$ cat config.mk
export PLATFORM = sky130hd
export DESIGN_NAME = sync_timing_gen
export DESIGN_NICKNAME = d
export VERILOG_FILES = /design/src/rtl/stg_pkg.sv /design/src/rtl/stg_frame_ctrl.sv /design/src/rtl/stg_pulse_train.sv /design/src/rtl/sync_timing_gen.sv
export SDC_FILE = /design/constraint.sdc
export NUM_CORES = 1
export LEC_CHECK = 0
export BUFFER_PORTS_ARGS = -buffer_cell sky130_fd_sc_hd__buf_2
export CORE_ASPECT_RATIO = 0.8
export CORE_MARGIN = 3
export CORE_UTILIZATION = 45
export DETAILED_ROUTE_END_ITERATION = 7
export PLACE_DENSITY = 0.67
export RECOVER_POWER = 100
export SLEW_MARGIN = 20
export SYNTH_ARGS = -nofsm -noshare
export SYNTH_HDL_FRONTEND = slang
export SYNTH_SLANG_ARGS = --single-unit
export TNS_END_PERCENT = 20
$ cat constraint.sdc
create_clock -name clk -period 3.48 [get_ports clk]
set_input_delay 0.348 -clock clk [delete_from_list [all_inputs] [get_ports clk]]
set_output_delay 0.348 -clock clk [all_outputs]
set_load 0.05 [all_outputs]
$ cat src/rtl/stg_pkg.sv
package stg_pkg;
  typedef enum logic [1:0] {
    PH_IDLE = 2'd0,
    PH_LEAD = 2'd1,
    PH_ON   = 2'd2,
    PH_OFF  = 2'd3
  } train_phase_t;
endpackage

$ cat src/rtl/stg_frame_ctrl.sv
module stg_frame_ctrl #(
  parameter int LW = 24
) (
  input  logic          clk,
  input  logic          rst,
  input  logic          en,
  input  logic [LW-1:0] dly_i,
  input  logic [LW-1:0] high_i,
  input  logic [LW-1:0] low_i,
  output logic          start_o,
  output logic          vs_q,
  output logic          fs_q
);
  localparam logic [LW-1:0] ONE = LW'(1);

  logic          act_q, act_n;
  logic          dwell_q, dwell_n;
  logic          hi_q, hi_n;
  logic [LW-1:0] cnt_q, cnt_n;
  logic [LW-1:0] lo_q, lo_n;

  always_comb begin
    act_n   = act_q;
    dwell_n = dwell_q;
    hi_n    = hi_q;
    cnt_n   = cnt_q;
    lo_n    = lo_q;
    start_o = 1'b0;
    if (rst || !en) begin
      act_n   = 1'b0;
      dwell_n = 1'b0;
      hi_n    = 1'b0;
      cnt_n   = '0;
    end else if (!act_q) begin
      act_n = 1'b1;
      if (dly_i == '0) start_o = 1'b1;
      else begin
        dwell_n = 1'b1;
        cnt_n   = dly_i;
      end
    end else if (cnt_q == ONE) begin
      if (!hi_q) start_o = 1'b1;
      else begin
        hi_n  = 1'b0;
        cnt_n = lo_q;
      end
    end else begin
      cnt_n = cnt_q - ONE;
    end
    if (start_o) begin
      dwell_n = 1'b0;
      hi_n    = 1'b1;
      cnt_n   = (high_i == '0) ? ONE : high_i;
      lo_n    = (low_i == '0) ? ONE : low_i;
    end
  end

  always_ff @(posedge clk) begin
    if (rst) begin
      act_q   <= 1'b0;
      dwell_q <= 1'b0;
      hi_q    <= 1'b0;
      cnt_q   <= '0;
      lo_q    <= '0;
      vs_q    <= 1'b0;
      fs_q    <= 1'b0;
    end else begin
      act_q   <= act_n;
      dwell_q <= dwell_n;
      hi_q    <= hi_n;
      cnt_q   <= cnt_n;
      lo_q    <= lo_n;
      vs_q    <= hi_n;
      fs_q    <= start_o;
    end
  end

  // a frame strobe only ever appears with an active vertical pulse
  a_r2_strobe_in_vs: assert property (@(posedge clk) disable iff (rst)
    fs_q |-> vs_q);

  // the shadowed inactive length changes only on a frame start edge
  a_r8_shadow_hold: assert property (@(posedge clk) disable iff (rst)
    !start_o |=> $stable(lo_q));
endmodule

$ cat src/rtl/stg_pulse_train.sv
module stg_pulse_train
  import stg_pkg::*;
#(
  parameter int LW = 24,
  parameter int SW = 16
) (
  input  logic          clk,
  input  logic          rst,
  input  logic          clr,
  input  logic          start,
  input  logic [LW-1:0] lead_i,
  input  logic [SW-1:0] on_i,
  input  logic [SW-1:0] off_i,
  input  logic [SW-1:0] reps_i,
  output logic          pulse_q,
  output logic          beg_q
);
  localparam logic [LW-1:0] ONE  = LW'(1);
  localparam logic [SW-1:0] ONES = SW'(1);

  train_phase_t  ph_q, ph_n;
  logic [LW-1:0] cnt_q, cnt_n;
  logic [SW-1:0] left_q, left_n;
  logic [SW-1:0] on_q, on_n, off_q, off_n;
  logic          beg;

  always_comb begin
    ph_n   = ph_q;
    cnt_n  = cnt_q;
    left_n = left_q;
    on_n   = on_q;
    off_n  = off_q;
    beg    = 1'b0;
    if (clr) begin
      ph_n   = PH_IDLE;
      cnt_n  = '0;
      left_n = '0;
    end else if (start) begin
      on_n   = (on_i == '0) ? ONES : on_i;
      off_n  = (off_i == '0) ? ONES : off_i;
      left_n = reps_i;
      if (lead_i != '0) begin
        ph_n  = PH_LEAD;
        cnt_n = lead_i;
      end else if (reps_i == '0) begin
        ph_n = PH_IDLE;
      end else begin
        ph_n  = PH_ON;
        cnt_n = LW'(on_n);
        beg   = 1'b1;
      end
    end else begin
      unique case (ph_q)
        PH_LEAD: begin
          if (cnt_q != ONE) cnt_n = cnt_q - ONE;
          else if (left_q == '0) ph_n = PH_IDLE;
          else begin
            ph_n  = PH_ON;
            cnt_n = LW'(on_q);
            beg   = 1'b1;
          end
        end
        PH_ON: begin
          if (cnt_q != ONE) cnt_n = cnt_q - ONE;
          else begin
            ph_n  = PH_OFF;
            cnt_n = LW'(off_q);
          end
        end
        PH_OFF: begin
          if (cnt_q != ONE) cnt_n = cnt_q - ONE;
          else if (left_q == ONES) begin
            ph_n   = PH_IDLE;
            left_n = '0;
          end else begin
            ph_n   = PH_ON;
            cnt_n  = LW'(on_q);
            left_n = left_q - ONES;
            beg    = 1'b1;
          end
        end
        default: ph_n = PH_IDLE;
      endcase
    end
  end

  always_ff @(posedge clk) begin
    if (rst) begin
      ph_q    <= PH_IDLE;
      cnt_q   <= '0;
      left_q  <= '0;
      on_q    <= ONES;
      off_q   <= ONES;
      pulse_q <= 1'b0;
      beg_q   <= 1'b0;
    end else begin
      ph_q    <= ph_n;
      cnt_q   <= cnt_n;
      left_q  <= left_n;
      on_q    <= on_n;
      off_q   <= off_n;
      pulse_q <= (ph_n == PH_ON);
      beg_q   <= beg;
    end
  end

  // a finished train stays idle and inactive until a new frame
  a_r5_idle_holds: assert property (@(posedge clk) disable iff (rst)
    (ph_q == PH_IDLE && !start && !clr) |=> (ph_q == PH_IDLE && !pulse_q));

  // every rising pulse is flagged as a pulse start
  a_r7_rise_flagged: assert property (@(posedge clk) disable iff (rst)
    $rose(pulse_q) |-> beg_q);
endmodule

$ cat src/rtl/sync_timing_gen.sv
module sync_timing_gen #(
  parameter int LW = 24,
  parameter int SW = 16
) (
  input  logic          clk,
  input  logic          rst,
  input  logic          en,
  input  logic [LW-1:0] start_delay,
  input  logic [LW-1:0] vs_on_len,
  input  logic [LW-1:0] vs_off_len,
  input  logic [LW-1:0] hs_offset,
  input  logic [SW-1:0] hs_on_len,
  input  logic [SW-1:0] hs_off_len,
  input  logic [SW-1:0] hs_pulses,
  input  logic [LW-1:0] de_offset,
  input  logic [SW-1:0] de_on_len,
  input  logic [SW-1:0] de_off_len,
  input  logic [SW-1:0] de_pulses,
  input  logic          hs_invert,
  input  logic          vs_invert,
  output logic          vs_o,
  output logic          hs_o,
  output logic          de_o,
  output logic          frame_start_o,
  output logic          line_start_o
);
  localparam int NTRAIN = 2;

  logic          frm_start, vs_act;
  logic          hinv_q, vinv_q;
  logic          clr;
  logic [LW-1:0] lead_a [NTRAIN];
  logic [SW-1:0] on_a   [NTRAIN];
  logic [SW-1:0] off_a  [NTRAIN];
  logic [SW-1:0] reps_a [NTRAIN];
  logic          pul_a  [NTRAIN];
  logic          beg_a  [NTRAIN];

  assign clr = rst || !en;

  stg_frame_ctrl #(.LW(LW)) u_frame (
    .clk    (clk),
    .rst    (rst),
    .en     (en),
    .dly_i  (start_delay),
    .high_i (vs_on_len),
    .low_i  (vs_off_len),
    .start_o(frm_start),
    .vs_q   (vs_act),
    .fs_q   (frame_start_o)
  );

  assign lead_a[0] = hs_offset;
  assign on_a[0]   = hs_on_len;
  assign off_a[0]  = hs_off_len;
  assign reps_a[0] = hs_pulses;
  assign lead_a[1] = de_offset;
  assign on_a[1]   = de_on_len;
  assign off_a[1]  = de_off_len;
  assign reps_a[1] = de_pulses;

  for (genvar g = 0; g < NTRAIN; g++) begin : g_train
    stg_pulse_train #(.LW(LW), .SW(SW)) u_train (
      .clk    (clk),
      .rst    (rst),
      .clr    (clr),
      .start  (frm_start),
      .lead_i (lead_a[g]),
      .on_i   (on_a[g]),
      .off_i  (off_a[g]),
      .reps_i (reps_a[g]),
      .pulse_q(pul_a[g]),
      .beg_q  (beg_a[g])
    );
  end

  always_ff @(posedge clk) begin
    hinv_q <= hs_invert;
    vinv_q <= vs_invert;
  end

  assign vs_o         = vs_act ^ vinv_q;
  assign hs_o         = pul_a[0] ^ hinv_q;
  assign de_o         = pul_a[1];
  assign line_start_o = beg_a[1];

  // a disabled generator shows no enable or strobes on the next cycle
  a_r10_off_quiet: assert property (@(posedge clk) disable iff (rst)
    !en |=> (!de_o && !frame_start_o && !line_start_o));

  // disabled vertical sync rests at the sampled inversion level
  a_r9_vs_rest: assert property (@(posedge clk) disable iff (rst)
    !en |=> (vs_o == $past(vs_invert)));

  // the line strobe falls inside a data-enable pulse
  a_r7_ls_in_de: assert property (@(posedge clk) disable iff (rst)
    line_start_o |-> de_o);

  // a horizontal pulse rise is always a flagged pulse start
  a_r3_hs_rise: assert property (@(posedge clk) disable iff (rst)
    $rose(pul_a[0]) |-> beg_a[0]);
endmodule

==> results.py, run 1 <==
metrics = {
    "clock_network": {
        "post-cts-setup-buffers": 0,
        "cts.reportedPaths.clkPinSlew_ns": 0.06,
        "cts.path.max_buffers": 3,
        "clock_latency_ns": 0.54,
        "cts_root_buf": "clkbuf_16",
        "cts_buffers": 24,
        "cts_tree": "done",
        "cts_resized": 0,
        "ctsHoldBuffers": 3,
        "h-tree-depth": 1,
        "cts_sinks": 204,
    },
    "power_and_ir_drop": {
        "p_int_w": 0.004117,
        "power_per_cell_area_mw_per_mm2": 392.1,
        "vdd_drop_max_mv": 0.4500,
        "combPwrFrac_pct": 9.1,
        "power_leakage_nw": 5.654,
        "p_sw_w": 0.001348,
        "p_clk_share_pct": 47.5,
        "netSwitchingFraction_pct": 24.67,
        "pwr-share-seq_pct": 43.4,
    },
    "synth": {
        "yosys_warnings": 0,
        "synth_edf_count": 0,
        "ys_async_sr_fraction_pct": 0,
        "syn_area_sq_mm": 0.01165,
        "synth_seq_cells": 204,
        "ys_seq_area_share_pct": 35.06,
        "synth_fp_nets": 1782,
        "synthFlopType": "dfxtp_1",
        "avgSynthCellArea_sq_um": 7.520,
        "synthCells": 1549,
        "yosysUniqueCellTypes": 68,
    },
    "global_route": {
        "overflow": 0,
        "grt_pass1_wl_mm": 60.89,
        "grt_pass1_vias": 11350,
        "grt_max_degree": 89,
        "grt_usage_pct": 27.02,
        "antenna_found_initial": 1,
    },
    "outcome": {
        "violations": "max-capacitance violations, max-slew violations",
        "outcome": "finished with violations",
    },
    "sta": {
        "worst_pin_slew_ns": 1.581,
        "final.period_utilization_pct": 91.95,
        "fmax_ghz": 0.3125,
        "hold_viol": 0,
        "rsz0062_at_grt": "false",
        "final-setup-viol-count": 0,
        "slew_viol_final": 32,
        "tns_ns": 0,
        "period_needed_ns": 3.200,
        "slew_headroom_pct": -5.481,
        "final.setup_skew_ns": 0.03145,
    },
    "setup_path": {
        "critical_path_required_ns": 3.95,
        "reg2regPathDepth": 8,
        "crit_fanout": 26,
        "crit_start": "g_train[1].u_train.cnt_q[16]",
        "r2r_end": "g_train[1].u_train.cnt_q[8]",
        "worstSetupPathType": "reg -> reg",
        "rrSetupSlack_ns": 0.28,
        "end_kind": "flop",
        "start_kind": "flop",
        "arrival_ns": 3.67,
        "r2r-start": "g_train[1].u_train.cnt_q[16]",
    },
    "routing": {
        "ant_nets": 0,
        "drt_iter0_drc": 1173,
        "avgViaCountPerCell": 6.012,
        "wl_mm": 39.10,
        "vias": 12540,
        "drc_errors": 0,
        "firstDrtPassIters": 5,
        "wl_per_cell_um": 18.75,
    },
    "floorplan": {
        "die_y_um": 149.9,
        "initial_core_util_pct": 45.91,
        "die-area_sq_mm": 0.02786,
        "ios": 226,
        "die_w_um": 185.9,
        "core_sq_mm": 0.02537,
        "rows": 52,
    },
    "cells_and_area": {
        "nNetsFinal": 1974,
        "areaGrowthSynthToFinish_pct": 19.65,
        "n_fill_cell": 2505,
        "stdcell_area_sq_mm": 0.01394,
        "drive_gt1_share_pct": 18.08,
    },
    "placement": {
        "numPortBuffers": 225,
        "place_area_sq_mm": 0.01314,
        "gp_congestion": 0.9499,
        "hpwl_mm": 28.67,
    },
    "min_path": {
        "worstHoldStart": "de_off_len[12]",
        "min_to": "g_train[1].u_train.off_q[12]",
        "hold_class": "in -> reg",
        "hold_depth": 3,
    },
    "flow_run": {
        "maxCapViolations": 1,
    },
}
==> kinds of logic (layout without fill, tap and decap cells) <==
| family | count (synthesis) | after routing | share of synthesized area [%] |
|---|---|---|---|
| buf+inv | 123 | 333 | 4.350 |
| compound gates | 402 | 402 | 20.98 |
| simple gates | 707 | 707 | 30.21 |
| flops | 204 | 204 | 35.06 |
| fa+ha+maj | 12 | 12 | 1.289 |
| xor+xnor | 57 | 57 | 4.286 |
| other cells | 0 | 2 | 0 |
| mux | 44 | 44 | 3.824 |
==> routing by layer <==
metal / share of wire, % / wire length, um / global-route usage, % / vias up
li1: - / - / - / 6050
met1: 48 / 18800 / 42.25 / 5861
met2: 40 / 15730 / 37.65 / 575
met3: 10 / 3958 / 6.075 / 50
met4: 1.6 / 613 / 5.285 / 0
met5: 0 / 0 / 0 / -
==> cells in the mapped netlist, types with 17 or more instances <==
cell type	instances	share of area, %
nor4_1	74	4.0
a211oi_1	30	1.9
inv_1	17	0.55
nor2_1	124	4.0
buf_2	24	1.0
nand3b_1	42	2.7
a21oi_1	168	7.2
clkbuf_1	70	2.3
mux2i_1	40	3.4
nand3_1	29	1.2
nand2_1	279	9.0
xor2_1	35	2.6
xnor2_1	22	1.7
o21ai_0	79	3.4
dfxtp_1	204	35
nor3_1	58	2.5
==> state kept, by name (all words and copies together) (netlist names), 2 cells and up <==
signal and flops:
g_train.u_train.cnt_q 48, g_train.u_train.left_q 32, g_train.u_train.off_q 32, g_train.u_train.on_q 32, g_train.u_train.ph_q 4, g_train.u_train.pulse_q 2
u_frame.cnt_q 24, u_frame.lo_q 24
==> area by class of cell <==
| cell class | count | area [sq um] | share of cell area, % |
|---|---|---|---|
| sequential | 204 | 4084 | 29.30 |
| clock inverter | 9 | 122.6 | 0.8798 |
| multi-input combinational | 1222 | 7076 | 50.77 |
| clock buffer | 35 | 701.9 | 5.036 |
| inverter | 18 | 70.07 | 0.5027 |
| antenna | 2 | 5.005 | 0.03591 |
| tap | 324 | 405.4 | 2.909 |
| timing repair buffer | 271 | 1473 | 10.57 |
==> metrics by stage <==
| step | std cells | utilization, % | power [W] | hold slack [ns] | worst slack, ns |
|---|---|---|---|---|---|
| after floorplan | 1549 | - | 0.002649 | 0.3757 | 0.7304 |
| after global placement | 2036 | 51.78 | 0.002910 | 0.4410 | 0.4697 |
| after detailed placement | 2036 | 51.78 | 0.002909 | 0.4479 | 0.3903 |
| after CTS | 2083 | 55.14 | 0.005493 | 0.008092 | 0.3645 |
| after global routing | 2084 | 54.92 | 0.005655 | 0.02217 | 0.05373 |
| final | 2085 | 54.93 | 0.005465 | 0.02438 | 0.2802 |
==> cells in the final DEF (no fill, tap or decap), types with 24 or more instances in the layout <==
cell type  Yosys  routed
dfxtp_1      204     204
a21oi_1      168     168
a211oi_1      30      31
buf_2         24     221
nor2_1       124     123
buf_4          4      32
nand2_1      279     279
nor4_1        74      74
nand3_1       29      29
clkbuf_16      0      24
nor3_1        58      57
xor2_1        35      35
o21ai_0       79      85
nand3b_1      42      42
mux2i_1       40      40
==> power by group through the flow <==
stage                     clock network, W  logic, W  registers (W)
after floorplan                          0  0.000231        0.00242
after global placement                   0  0.000487        0.00242
after detailed placement                 0  0.000485        0.00242
after CTS                          0.00263  0.000491        0.00237
after global routing               0.00274  0.000540        0.00237
final                              0.00260  0.000496        0.00237
==> worst max-delay path, stage by stage, from the launching register on <==
cell      delay, ns
dfxtp_1        0.35
or4_1          0.66
or4_1          0.66
nor3_2         0.51
buf_4          0.39
nor2_1         0.11
a211oi_1       0.21
o21ai_1        0.11
o21ai_1        0.15
==> worst max path at each step <==
stage | to | depth (start not counted)
after detailed placement | g_train[0].u_train.cnt_q[16] | 9
after CTS | g_train[0].u_train.cnt_q[16] | 9
final | g_train[1].u_train.cnt_q[8] | 8
after floorplan | g_train[0].u_train.cnt_q[0] | 9
after global placement | g_train[1].u_train.cnt_q[20] | 10
after global routing | g_train[0].u_train.cnt_q[2] | 11
(Power assumes the default switching activity.)
==> run 2, diff against run 1 <==
--- a/config.mk
+++ b/config.mk
@@ -9,6 +9,7 @@
 export CORE_ASPECT_RATIO = 0.8
 export CORE_MARGIN = 3
 export CORE_UTILIZATION = 45
+export CTS_BUF_LIST = sky130_fd_sc_hd__clkbuf_4
 export DETAILED_ROUTE_END_ITERATION = 7
 export PLACE_DENSITY = 0.67
 export RECOVER_POWER = 100
==> constraint.sdc (replaced) <==
create_clock -name clk -period 3.48 [get_ports clk]
set_input_delay 0.174 -clock clk [delete_from_list [all_inputs] [get_ports clk]]
set_output_delay 0.174 -clock clk [all_outputs]
set_load 0.05 [all_outputs]
==> run 2 against run 1 <==
  * The flow now finishes without violations
  * Total power down 5.9%
  * Cell area up 14%
  * Maximum frequency down 5.1%
  * Setup slack worse by 0.17 ns
  * Clock skew up 0.016 ns
  * Sequential power about the same
  * Critical path type unchanged
==> results.py, run 2 (same netlist as run 1, synthesis figures left out) <==
metrics = {
    "floorplan": {
        "die-area_sq_mm": 0.02786,
        "die_y_um": 149.9,
        "ios": 226,
        "rows": 52,
        "die_w_um": 185.9,
        "core_sq_mm": 0.02537,
        "initial_core_util_pct": 45.91,
    },
    "routing": {
        "wl_per_cell_um": 18.76,
        "ant_nets": 0,
        "wl_met1_mm": 19.83,
        "drc_errors": 0,
        "wl_met3_mm": 4.468,
        "avgViaCountPerCell": 5.929,
        "firstDrtPassIters": 5,
        "highest_layer": "met4",
        "drt_iter0_drc": 1397,
        "wl_mm": 43.91,
        "wl_met2_mm": 18.40,
        "vias": 13870,
    },
    "clock_network": {
        "cts.reportedPaths.clkPinSlew_ns": 0.07,
        "cts_tree": "done",
        "cts_buffers": 54,
        "cts_root_buf": "clkbuf_4",
        "cts_sinks": 204,
        "h-tree-depth": 2,
        "clock_latency_ns": 0.70,
        "cts.path.max_buffers": 3,
    },
    "sta": {
        "final.period_utilization_pct": 96.90,
        "hold_viol": 0,
        "tns_ns": 0,
        "slew_viol_final": 0,
        "worst_pin_slew_ns": 0.9792,
        "fmax_ghz": 0.2965,
        "period_needed_ns": 3.372,
        "slew_headroom_pct": 34.22,
        "final-setup-viol-count": 0,
        "final.setup_skew_ns": 0.04779,
        "rsz0062_at_grt": "false",
    },
    "cells_and_area": {
        "nNetsFinal": 2215,
        "fin_cells": 2340,
        "n_fill_cell": 2233,
        "areaGrowthSynthToFinish_pct": 36.50,
        "drive_gt1_share_pct": 18.13,
        "mostFrequentLayoutCells": "nand2_1, buf_2, dlygate4sd3_1, dfxtp_1, a21oi_1",
        "largest_register_ffs": 48,
        "final_common_cell": "nand2_1",
        "top_register": "g_train.u_train.cnt_q",
    },
    "setup_path": {
        "critical-path-max-stage-delay_ns": 0.64,
        "crit_start": "u_frame.cnt_q[10]",
        "crit_slowest_cell": "or4_1",
        "critical_path_required_ns": 4.08,
        "crit_fanout": 125,
        "end_kind": "flop",
        "arrival_ns": 3.97,
        "worstSetupPathType": "reg -> reg",
        "path_cells": "or4_1 -> nor4_4 -> and4_2 -> o21ai_4 -> buf_12 -> nor2_1 -> buf_4 -> nand2_1 -> o21ai_0 -> dlygate4sd3_1",
        "start_kind": "flop",
        "r2r-start": "u_frame.cnt_q[10]",
    },
    "power_and_ir_drop": {
        "netSwitchingFraction_pct": 26.37,
        "p_clk_share_pct": 40.2,
        "vdd_drop_max_mv": 0.2060,
        "power_per_cell_area_mw_per_mm2": 323.3,
        "combPwrFrac_pct": 13.7,
        "p_int_w": 0.003785,
        "p_sw_w": 0.001356,
        "power_leakage_nw": 6.563,
        "pwr-share-seq_pct": 46.1,
    },
    "min_path": {
        "hold_class": "in -> reg",
        "worstHoldStart": "hs_offset[9]",
    },
    "flow_run": {
        "maxCapViolations": 0,
    },
    "global_route": {
        "grt_pass1_wl_mm": 68.44,
        "antenna_found_initial": 1,
        "grt_pass1_vias": 12940,
        "grt_usage_pct": 30.49,
        "overflow": 0,
        "grt_max_degree": 126,
    },
    "placement": {
        "numPortBuffers": 225,
        "numPlacedInstances": 2034,
        "gp_congestion": 0.9294,
        "hpwl_mm": 28.58,
    },
    "outcome": {
        "outcome": "finished clean",
    },
}
==> run 2: final timing paths <==
path                                 endpoint  slack (ns)  cells after the start
setup reg to reg            u_frame.cnt_q[14]        0.11                     10
hold reg to reg   g_train[0].u_train.off_q[5]        0.46                      2
setup / recovery            u_frame.cnt_q[14]        0.11                     10
hold / removal    g_train[0].u_train.cnt_q[9]        0.03                      4
==> run 2: stage by stage <==
stage	instance area (sq um)	util, %	total power [W]	worst slack [ns]	hold slack, ns
finish	15900	62.66	0.005141	0.1077	0.03316
global route	15900	62.66	0.005351	0.02722	0.03556
CTS	15920	62.75	0.005145	0.2119	0.004944
detailed placement	13120	51.72	0.002907	0.1957	0.2792
global placement	13120	51.72	0.002906	0.3163	0.2760
floorplan	11650	-	0.002649	0.7304	0.2017
==> run 2: worst max-delay path: cells and delay by family, from the launching register on <==
family	cells	cell delay [ns]
buffers and inverters	3	1.00
AOI/OAI and AO/OA	2	0.17
DFF	1	0.35
and+or+nand+nor	5	1.55
==> run 2: what timing repair did <==
item / in CTS / in global routing
hold buffers: 215 / 0
resized for setup: 0 / 5
hold endpoints to repair: 189 / 0
buffers inserted: 0 / 0
setup endpoints to repair: 0 / 25
==> run 2: area by class of cell <==
type	count	area, sq um	area share [%]
antenna	3	7.507	0.04721
clock buffer	83	623.1	3.919
clock inverter	4	23.77	0.1495
inverter	18	68.82	0.4328
multi-input combinational	1223	7098	44.64
sequential	204	4084	25.68
tap	324	405.4	2.550
timing repair buffer	481	3590	22.58
==> run 2: layer usage <==
metal  vias up  global-route usage (%)
met1      6445                   44.94
met3       110                   6.926
met5         -                       0
li1       6556                       -
met4         0                   10.12
met2       763                   43.72
==> run 2: power groups by stage <==
stage,sequential [W],combinational [W],clock (W)
2_1_floorplan,0.00242,0.000231,0
3_3_place_gp,0.00242,0.000484,0
3_5_place_dp,0.00242,0.000484,0
4_1_cts,0.00237,0.000669,0.00210
5_1_grt,0.00237,0.000751,0.00223
6_report,0.00237,0.000702,0.00207
